[src/rtl/tick_stage_pkg.sv]
`timescale 1ns/1ps
package tick_stage_pkg;

    localparam int SEL_W   = 4;
    localparam int PRE_W   = 8;
    localparam int NUM_GRP = 2;

    typedef enum logic [0:0] {
        CFG_PRESCALE = 1'b0,
        CFG_SELECT   = 1'b1
    } cfg_addr_e;

    typedef enum logic [0:0] {
        EDGE_LOW  = 1'b0,
        EDGE_HIGH = 1'b1
    } edge_state_e;

    // Group that a channel belongs to: below the split point it is group 0.
    function automatic int grp_of(input int ch, input int split);
        return (ch < split) ? 0 : 1;
    endfunction

endpackage

[src/rtl/tick_prescale_group.sv]
`timescale 1ns/1ps
module tick_prescale_group #(
    parameter int PRE_W = 8,
    parameter int TAP_W = 15
) (
    input  logic             clk,
    input  logic             rst_n,
    input  logic             restart,
    input  logic [PRE_W-1:0] limit,
    output logic             pre_tick,
    output logic [TAP_W-1:0] tap
);

    logic [PRE_W-1:0] cnt_q;
    logic [TAP_W-1:0] tap_q;

    // A restart cycle never reports a pulse, so the new interval is whole.
    assign pre_tick = (cnt_q == limit) && !restart;
    assign tap      = tap_q;

    always_ff @(posedge clk or negedge rst_n) begin
        if (!rst_n) begin
            cnt_q <= '0;
            tap_q <= '0;
        end else if (restart) begin
            cnt_q <= '0;
            tap_q <= '0;
        end else if (pre_tick) begin
            cnt_q <= '0;
            tap_q <= tap_q + 1'b1;
        end else begin
            cnt_q <= cnt_q + 1'b1;
        end
    end

endmodule

[src/rtl/tick_ext_edge.sv]
`timescale 1ns/1ps
module tick_ext_edge
    import tick_stage_pkg::*;
(
    input  logic clk,
    input  logic rst_n,
    input  logic ext_in,
    output logic rise
);

    logic        sync1_q;
    logic        sync2_q;
    edge_state_e state_q;
    edge_state_e state_d;

    always_ff @(posedge clk or negedge rst_n) begin
        if (!rst_n) begin
            sync1_q <= 1'b0;
            sync2_q <= 1'b0;
        end else begin
            sync1_q <= ext_in;
            sync2_q <= sync1_q;
        end
    end

    // State register
    always_ff @(posedge clk or negedge rst_n) begin
        if (!rst_n) state_q <= EDGE_LOW;
        else        state_q <= state_d;
    end

    // Next state
    always_comb begin
        state_d = state_q;
        unique case (state_q)
            EDGE_LOW:  if (sync2_q)  state_d = EDGE_HIGH;
            EDGE_HIGH: if (!sync2_q) state_d = EDGE_LOW;
            default:   state_d = EDGE_LOW;
        endcase
    end

    // Outputs
    always_comb begin
        rise = 1'b0;
        unique case (state_q)
            EDGE_LOW:  rise = sync2_q;
            EDGE_HIGH: rise = 1'b0;
            default:   rise = 1'b0;
        endcase
    end

endmodule

[src/rtl/tick_channel_select.sv]
`timescale 1ns/1ps
module tick_channel_select #(
    parameter int                     SEL_W    = 4,
    parameter int                     TAP_W    = 15,
    parameter int                     DIV_BASE = 0,
    parameter logic [(1<<SEL_W)-1:0]  EXT_MASK = '0
) (
    input  logic             clk,
    input  logic             rst_n,
    input  logic [SEL_W-1:0] code,
    input  logic             pre_tick,
    input  logic [TAP_W-1:0] tap,
    input  logic             ext_tick,
    output logic             tick_o
);

    localparam int EXP_W = $clog2(TAP_W + 1);

    logic [EXP_W-1:0] exp_w;
    logic [TAP_W-1:0] span;
    logic             use_ext;
    logic             tap_hit;
    logic             tick_d;
    logic             tick_q;

    always_comb begin
        exp_w   = EXP_W'(code) + EXP_W'(DIV_BASE);
        // Low exp_w bits set: the tap wraps when all of them are ones.
        span    = ~({TAP_W{1'b1}} << exp_w);
        tap_hit = ((tap & span) == span);
        use_ext = EXT_MASK[code];
        tick_d  = use_ext ? ext_tick : (pre_tick && tap_hit);
    end

    always_ff @(posedge clk or negedge rst_n) begin
        if (!rst_n) tick_q <= 1'b0;
        else        tick_q <= tick_d;
    end

    assign tick_o = tick_q;

endmodule

[src/rtl/tick_clock_select.sv]
`timescale 1ns/1ps
module tick_clock_select
    import tick_stage_pkg::*;
#(
    parameter int                    NUM_CH   = 5,
    parameter int                    SPLIT_CH = 2,
    parameter int                    DIV_BASE = 0,
    parameter logic [(1<<SEL_W)-1:0] EXT_MASK = 16'h00E0,
    localparam int SEL_WORD_W = NUM_CH * SEL_W,
    localparam int PRE_WORD_W = NUM_GRP * PRE_W,
    localparam int CFG_W      = (SEL_WORD_W > PRE_WORD_W) ? SEL_WORD_W : PRE_WORD_W
) (
    input  logic              clk,
    input  logic              rst_n,
    input  logic              cfg_wr,
    input  logic              cfg_addr,
    input  logic [CFG_W-1:0]  cfg_wdata,
    input  logic [NUM_GRP-1:0] ext_src,
    output logic [NUM_CH-1:0] tick_en
);

    localparam int TAP_W = (1 << SEL_W) - 1 + DIV_BASE;

    logic [PRE_WORD_W-1:0] presc_q;
    logic [SEL_WORD_W-1:0] sel_q;
    logic                  presc_load;
    logic                  sel_load;
    logic [NUM_GRP-1:0]    pre_tick_w;
    logic [NUM_GRP-1:0]    ext_tick_w;
    logic [TAP_W-1:0]      tap_w [NUM_GRP];

    assign presc_load = cfg_wr && (cfg_addr_e'(cfg_addr) == CFG_PRESCALE);
    assign sel_load   = cfg_wr && (cfg_addr_e'(cfg_addr) == CFG_SELECT);

    always_ff @(posedge clk or negedge rst_n) begin
        if (!rst_n) begin
            presc_q <= '0;
            sel_q   <= '0;
        end else begin
            if (presc_load) presc_q <= cfg_wdata[PRE_WORD_W-1:0];
            if (sel_load)   sel_q   <= cfg_wdata[SEL_WORD_W-1:0];
        end
    end

    for (genvar g = 0; g < NUM_GRP; g++) begin : g_grp
        tick_prescale_group #(
            .PRE_W (PRE_W),
            .TAP_W (TAP_W)
        ) i_group (
            .clk      (clk),
            .rst_n    (rst_n),
            .restart  (presc_load),
            .limit    (presc_q[g*PRE_W +: PRE_W]),
            .pre_tick (pre_tick_w[g]),
            .tap      (tap_w[g])
        );

        tick_ext_edge i_ext (
            .clk    (clk),
            .rst_n  (rst_n),
            .ext_in (ext_src[g]),
            .rise   (ext_tick_w[g])
        );
    end

    for (genvar c = 0; c < NUM_CH; c++) begin : g_ch
        localparam int G = grp_of(c, SPLIT_CH);
        tick_channel_select #(
            .SEL_W    (SEL_W),
            .TAP_W    (TAP_W),
            .DIV_BASE (DIV_BASE),
            .EXT_MASK (EXT_MASK)
        ) i_sel (
            .clk      (clk),
            .rst_n    (rst_n),
            .code     (sel_q[c*SEL_W +: SEL_W]),
            .pre_tick (pre_tick_w[G]),
            .tap      (tap_w[G]),
            .ext_tick (ext_tick_w[G]),
            .tick_o   (tick_en[c])
        );
    end

endmodule

[config.mk]
export PLATFORM = sky130hd
export DESIGN_NAME = tick_clock_select
export DESIGN_NICKNAME = d
export VERILOG_FILES = /design/src/rtl/tick_stage_pkg.sv /design/src/rtl/tick_prescale_group.sv /design/src/rtl/tick_ext_edge.sv /design/src/rtl/tick_channel_select.sv /design/src/rtl/tick_clock_select.sv
export SDC_FILE = /design/constraint.sdc
export NUM_CORES = 1
export LEC_CHECK = 0
export ABC_AREA = 1
export ABC_CLOCK_PERIOD_IN_PS = 2800
export BUFFER_PORTS_ARGS = -buffer_cell sky130_fd_sc_hd__buf_2
export CAP_MARGIN = 20
export CORE_ASPECT_RATIO = 1.75
export CORE_UTILIZATION = 34
export CTS_BUF_LIST = sky130_fd_sc_hd__clkbuf_2
export CTS_CLUSTER_SIZE = 20
export DETAILED_ROUTE_END_ITERATION = 8
export SYNTH_ARGS = -nofsm -noshare
export SYNTH_HDL_FRONTEND = slang
export SYNTH_SLANG_ARGS = --single-unit
[constraint.sdc]
create_clock -name clk -period 2.8 [get_ports clk]
set_input_delay 0.56 -clock clk [delete_from_list [all_inputs] [get_ports clk]]
set_output_delay 0.56 -clock clk [all_outputs]
set_load 0.02 [all_outputs]
==> impl_metrics.json, run 1 <==
{
  "status": "complete, no violations",
  "max_freq_mhz": 570,
  "netlist_top_cells_area": "dfrtp_1, nand2_1, nor2_1, nand3_1, inv_1",
  "cpPeakStageDelay_ns": 0.44,
  "ir_drop_mv": 0.190,
  "setup_violations": 0,
  "clock_latency_ns": 0.62,
  "seq_area_frac_synth_pct": 42.9,
  "num_vias": 4855,
  "drtIter0Drc": 280,
  "r2r_slack_ns": 1.06,
  "timing.final.crit_period_ns": 1.75,
  "crit_chain": "buf_2",
  "reg2reg_to": "g_grp[1].i_group.tap[12]$_DFFE_PN0P_",
  "synth.avg_cell_area_sq_um": 7.12,
  "synth_fp_nets": 792,
  "min_period_over_period_pct": 62.6,
  "ys_warn_count": 0,
  "post_drt_wl_per_cell_microns": 14.7,
  "tns_ns": 0,
  "worstHoldStart": "cfg_wdata[13]",
  "grtUsageTotal_pct": 18.5,
  "synth_top_area_cell": "dfrtp_1",
  "finalNetCount": 822,
  "synthCells": 762,
  "dp.cells": 964,
  "hp-class": "in -> reg",
  "reg2reg_from": "g_grp[1].i_group.tap[0]$_DFFE_PN0P_",
  "cp-end-kind": "output pin",
  "p_per_area_nw_per_um2": 506,
  "start_kind": "flop",
  "post-route-util_pct": 38.1,
  "synth_edf_count": 0,
  "grt_antenna_before_repair": 1,
  "synth_commonest_cells": "nand2_1, nor2_1, dfrtp_1",
  "p_leak_nw": 2.89,
  "final_hold_viol_count": 0,
  "drt.antenna.violating_nets": 0,
  "syn_area_sq_um": 5420,
  "clockRootBuffer": "clkbuf_2",
  "cts.reportedPaths.clkPinSlew_ns": 0.32,
  "rsz0062_at_grt": "no",
  "crit_arrival_ns": 1.19,
  "die_x_microns": 97.5,
  "cp_top_family": "flip-flops",
  "cts_sinks": 93,
  "critPathBufInv": 1,
  "worst-setup-path-type": "reg -> out",
  "clockBufferDepth": 2,
  "yosys.area.top_type_share_pct": 42.9,
  "htree_levels": 3,
  "rows": 60,
  "slowest_stage": "dfrtp_1",
  "dr.pass1.iters": 8,
  "place_congestion": 0.918,
  "post_cts_buffers": 0,
  "reg2reg_depth": 8,
  "hold-path-cell-count": 3,
  "final_cells": 984,
  "fin_skew_ns": 0.0391,
  "place_ws_ns": 0.954,
  "drive_gt1_share_pct": 9.79,
  "grt_max_degree": 43,
  "max_slew_margin_pct": 51.3,
  "report.final.slew_viol_count": 0,
  "grt_pass1_wl_microns": 23900,
  "start_util_pct": 35.1,
  "hold_path_end": "presc_q[13]$_DFFE_PN0P_",
  "cts_inserted_buffers": 9,
  "yosysUniqueCellTypes": 32,
  "maxCapViolations": 0,
  "drc": 0,
  "die_h_microns": 169,
  "setup_ws_ns": 1.05,
  "wl_microns": 14500,
  "ios": 31,
  "path_max_fanout": 1,
  "cts_tree": "built",
  "synth_ff_type": "dfrtp_1",
  "io_buffers": 30,
  "p_total_mw": 2.98,
  "syn2layout_area_growth_pct": 8.72,
  "critical_path_depth": 1,
  "grt_pass1_vias": 4793,
  "core_sq_um": 15500,
  "dieArea_sq_um": 16500,
  "worstMarginPinSlew_ns": 0.729,
  "postSynth.asyncResetShare_pct": 100,
  "grt.overflow.total": 0,
  "yosysMostFrequentCell": "nand2_1",
  "via_per_inst": 4.93,
  "post-dp-hpwl_microns": 11100,
  "ys_seq_elements": 93,
  "cp.required_ns": 2.24
}
## sequential cells by signal, indices dropped and copies added, names as in the netlist
name	cells
g_ch.i_sel.tick_o	5
g_grp.i_ext.state_q	2
g_grp.i_ext.sync1_q	2
g_grp.i_ext.sync2_q	2
g_grp.i_group.cnt_q	16
g_grp.i_group.tap	30
presc_q	16
sel_q	20
## placed cells by master, fill, tap and decap left out, types with 13 or more instances in the layout
| master | netlist | layout |
|---|---|---|
| o21ai_0 | 62 | 62 |
| inv_1 | 86 | 86 |
| buf_2 | 4 | 29 |
| nand2_1 | 230 | 230 |
| xor2_1 | 18 | 18 |
| nor2_1 | 96 | 96 |
| nand3_1 | 67 | 67 |
| dfrtp_1 | 93 | 93 |
| nand4_1 | 13 | 13 |
| a21oi_1 | 18 | 18 |
## layout make-up
type | instances | area, sq um
clock inverter | 7 | 75.1
timing repair buffer | 40 | 248
fill | 1670 | 9570
sequential | 93 | 2330
inverter | 93 | 354
tap | 186 | 233
clock buffer | 9 | 45.0
antenna | 1 | 2.50
multi-input combinational | 555 | 2610
## repair_timing
action | in CTS | in global routing
endpoints found under the hold margin | 31 | 0
hold buffers | 3 | 0
resized for setup | 0 | 0
## how the worst max path moves through the flow
stage	slack, ns	startpoint	endpoint
2_1_floorplan	1.37	cfg_wr	g_grp[1].i_group.tap[13]$_DFFE_PN0P_
3_3_place_gp	0.97	cfg_wr	g_grp[0].i_group.cnt_q[4]$_DFF_PN0_
3_5_place_dp	0.95	cfg_wr	g_grp[0].i_group.cnt_q[4]$_DFF_PN0_
4_1_cts	0.99	g_ch[0].i_sel.tick_o$_DFF_PN0_	tick_en[0]
5_1_grt	0.89	g_grp[1].i_group.tap[0]$_DFFE_PN0P_	g_grp[1].i_group.tap[12]$_DFFE_PN0P_
6_report	1.05	g_ch[0].i_sel.tick_o$_DFF_PN0_	tick_en[0]
## tightest hold or removal path, cell delays in order
cell and delay [ns]:
buf_2 0.09, nand2_1 0.05, o21ai_0 0.06
## power breakdown
group / internal (mW) / leakage [nW] / switching, mW
Clock: 0.140 / 0.0678 / 0.539
Sequential: 1.48 / 1.20 / 0.165
Combinational: 0.252 / 1.62 / 0.411
Total: 1.87 / 2.89 / 1.12
## logic make-up (layout without fill, tap and decap cells)
| group | Yosys count | count (layout) | synth area share [%] |
|---|---|---|---|
| AO/OA/AOI/OAI | 89 | 89 | 8.42 |
| XOR/XNOR | 30 | 30 | 4.84 |
| adder cells (fa/ha/maj) | 4 | 4 | 0.923 |
| buffers and inverters | 114 | 149 | 8.93 |
| flip-flops | 93 | 93 | 42.9 |
| multiplexers | 3 | 3 | 0.623 |
| other | 0 | 1 | 0 |
| AND/OR/NAND/NOR | 429 | 429 | 33.4 |
## stage by stage
step                      hold slack, ns  instance area, sq um
after floorplan                    0.264                  5420
after global placement             0.335                  5740
after detailed placement           0.337                  5740
after CTS                         0.0883                  5890
after global routing              0.0872                  5900
final                              0.143                  5900
## per-layer routing
metal	routed length [microns]	global-route usage, %	vias to the layer above
li1	-	-	2466
met1	5350	19.6	2239
met2	7960	34.6	105
met3	428	2.93	45
met4	712	10.2	0
met5	0	0	-
(Power assumes the default switching activity.)
==> run 2, diff against run 1 <==
ABC_CLOCK_PERIOD_IN_PS = 1500   (was 2800)
clock period = 1.5 ns   (was 2.8 ns; I/O delays follow)
==> run 2 against run 1 <==
- the flow now finishes with violations (negative setup slack)
- critical endpoint is now tick_en[1]
- sequential cell count unchanged
- register-to-register slack got worse by 1.0 ns
- routed wire length increased by 4.4%
- via count increased by 5.4%
- combinational power increased by 130%
- sequential power increased by 84%
- clock skew increased by 0.014 ns
- total power increased by 96%
- highest routed layer unchanged
- clock-buffer cell count unchanged
- first-iteration DRC count decreased by 16%
==> impl_metrics.json, run 2 (synthesis results as in run 1) <==
{
  "drive_gt1_share_pct": 19.0,
  "grtUsageTotal_pct": 18.7,
  "place_congestion": 0.900,
  "cts_tree": "built",
  "p_leak_nw": 3.23,
  "dr.pass1.iters": 5,
  "reg2reg_from": "presc_q[0]$_DFFE_PN0P_",
  "rows": 60,
  "cp.required_ns": 1.20,
  "drtIter0Drc": 234,
  "largest_register_ffs": 30,
  "die_x_microns": 97.5,
  "ios": 31,
  "clock_latency_ns": 0.61,
  "path_max_fanout": 1,
  "setup_violations": 1,
  "reg2reg_to": "g_grp[0].i_group.cnt_q[6]$_DFF_PN0_",
  "io_buffers": 30,
  "start_util_pct": 35.1,
  "dieArea_sq_um": 16500,
  "worstHoldStart": "cfg_addr",
  "layout_common_cells": "nand2_1, nor2_1, dfrtp_1",
  "ir_drop_mv": 0.366,
  "power_switching_mw": 2.15,
  "reg2reg_depth": 8,
  "cts.reportedPaths.clkPinSlew_ns": 0.32,
  "post-dp-hpwl_microns": 11200,
  "worstMarginPinSlew_ns": 0.536,
  "cp_top_family": "flip-flops",
  "die_h_microns": 169,
  "intPower_mw": 3.69,
  "timing.final.crit_period_ns": 1.50,
  "wl_microns": 15100,
  "drt.antenna.violating_nets": 0,
  "clockBufferDepth": 2,
  "crit_arrival_ns": 1.20,
  "critPathLaunch": "g_ch[1].i_sel.tick_o$_DFF_PN0_",
  "max_freq_mhz": 665,
  "cts_sinks": 93,
  "post_drt_wl_per_cell_microns": 14.5,
  "hp-class": "in -> reg",
  "crit_chain": "buf_6",
  "grt.overflow.total": 0,
  "tns_ns": -0.00486,
  "cpPeakStageDelay_ns": 0.47,
  "max_slew_margin_pct": 64.2,
  "report.final.slew_viol_count": 0,
  "comb_power_share_pct": 26.5,
  "slowest_stage": "dfrtp_1",
  "num_vias": 5118,
  "worst-setup-path-type": "reg -> out",
  "clockRootBuffer": "clkbuf_2",
  "syn2layout_area_growth_pct": 22.2,
  "holdWs_ns": 0.157,
  "setup_ws_ns": -0.00486,
  "violations": "negative setup slack",
  "pwr-share-clk_pct": 21.8,
  "fin_skew_ns": 0.0532,
  "rsz0062_at_grt": "yes",
  "grt_pass1_vias": 4923,
  "core_sq_um": 15500,
  "drc": 0,
  "via_per_inst": 4.91,
  "p_per_area_nw_per_um2": 881,
  "cp-end-kind": "output pin",
  "htree_levels": 3,
  "final_hold_viol_count": 0,
  "grt_antenna_before_repair": 1,
  "r2r_slack_ns": 0.02,
  "start_kind": "flop",
  "hold-path-cell-count": 5,
  "grt_max_degree": 94,
  "fin_area_sq_um": 6630,
  "final_common_cell": "nand2_1",
  "critPathBufInv": 1,
  "sw_frac_of_total_pct": 36.7,
  "status": "complete, but fails checks",
  "p_seq_share_pct": 51.7,
  "hold_path_end": "presc_q[12]$_DFFE_PN0P_",
  "cts_inserted_buffers": 9,
  "finalNetCount": 881,
  "dpl_cell_area_sq_um": 5910,
  "grt_pass1_wl_microns": 24000,
  "maxCapViolations": 0,
  "min_period_over_period_pct": 100
}
-- run 2: cell count changes in the layout (fill, tap and decap cells not counted), moves of 10 or more --
| cell | previous run | this run |
|---|---|---|
| buf_4 | 7 | 38 |
| dlygate4sd3_1 | 3 | 23 |
| o21ai_0 | 62 | 47 |
| nand2_1 | 230 | 218 |
| nand2_2 | 2 | 13 |
| nor2_1 | 96 | 86 |
-- run 2: what timing repair did --
item	4_1_cts	5_1_grt
setup buffers	1	17
gates cloned	0	2
endpoints found under the setup margin	4	47
resized for setup	6	75
hold endpoints to repair	131	0
pin swaps	0	11
hold buffers	23	0
-- run 2: per-stage QoR --
step                worst slack (ns)  instances  total power, mW  utilization [%]
CTS                          -0.0547       1023             5.76             40.6
detailed placement            0.0660        983             4.42             38.2
floorplan                      0.125        762             3.96                -
global placement              0.0543        983             4.40             38.2
finish                      -0.00486       1043             5.84             42.8
global route                 -0.0968       1043             6.23             42.8
-- run 2: routing by layer --
metal / part of all wire, % / track usage [%]
met5: 0 / 0
met4: 5.7 / 11.4
met3: 2.3 / 2.85
met2: 56 / 36.1
met1: 36 / 18.4
-- run 2: area by class of cell --
class | count | area [sq um]
Fill cell | 1615 | 8840
Multi-Input combinational cell | 555 | 2740
Sequential cell | 93 | 2340
Timing Repair Buffer | 99 | 851
Inverter | 93 | 362
Tap cell | 186 | 233
Clock inverter | 7 | 62.6
Clock buffer | 9 | 45.0
Antenna cell | 1 | 2.50
-- run 2: worst max path at each step --
stage                                                 to  slack (ns)  cells after the start
floorplan           g_grp[1].i_group.tap[12]$_DFFE_PN0P_        0.13                      8
global placement    g_grp[1].i_group.tap[12]$_DFFE_PN0P_        0.05                      8
detailed placement  g_grp[1].i_group.tap[12]$_DFFE_PN0P_        0.07                      8
CTS                                           tick_en[1]       -0.05                      1
global route                                  tick_en[1]        -0.1                      1
finish                                        tick_en[1]      -0.005                      1
-- run 2: power by group through the flow --
stage	registers, mW	logic [mW]	clock network [mW]
floorplan	3.00	0.968	0
global placement	3.07	1.33	0
detailed placement	3.07	1.34	0
CTS	3.03	1.41	1.32
global route	3.06	1.75	1.42
finish	3.02	1.55	1.27
-- run 2: tightest hold or removal path: stages --
cell     delay [ns]
buf_2          0.09
nor2_2         0.05
buf_4          0.19
nand2_1        0.07
o21ai_0        0.07
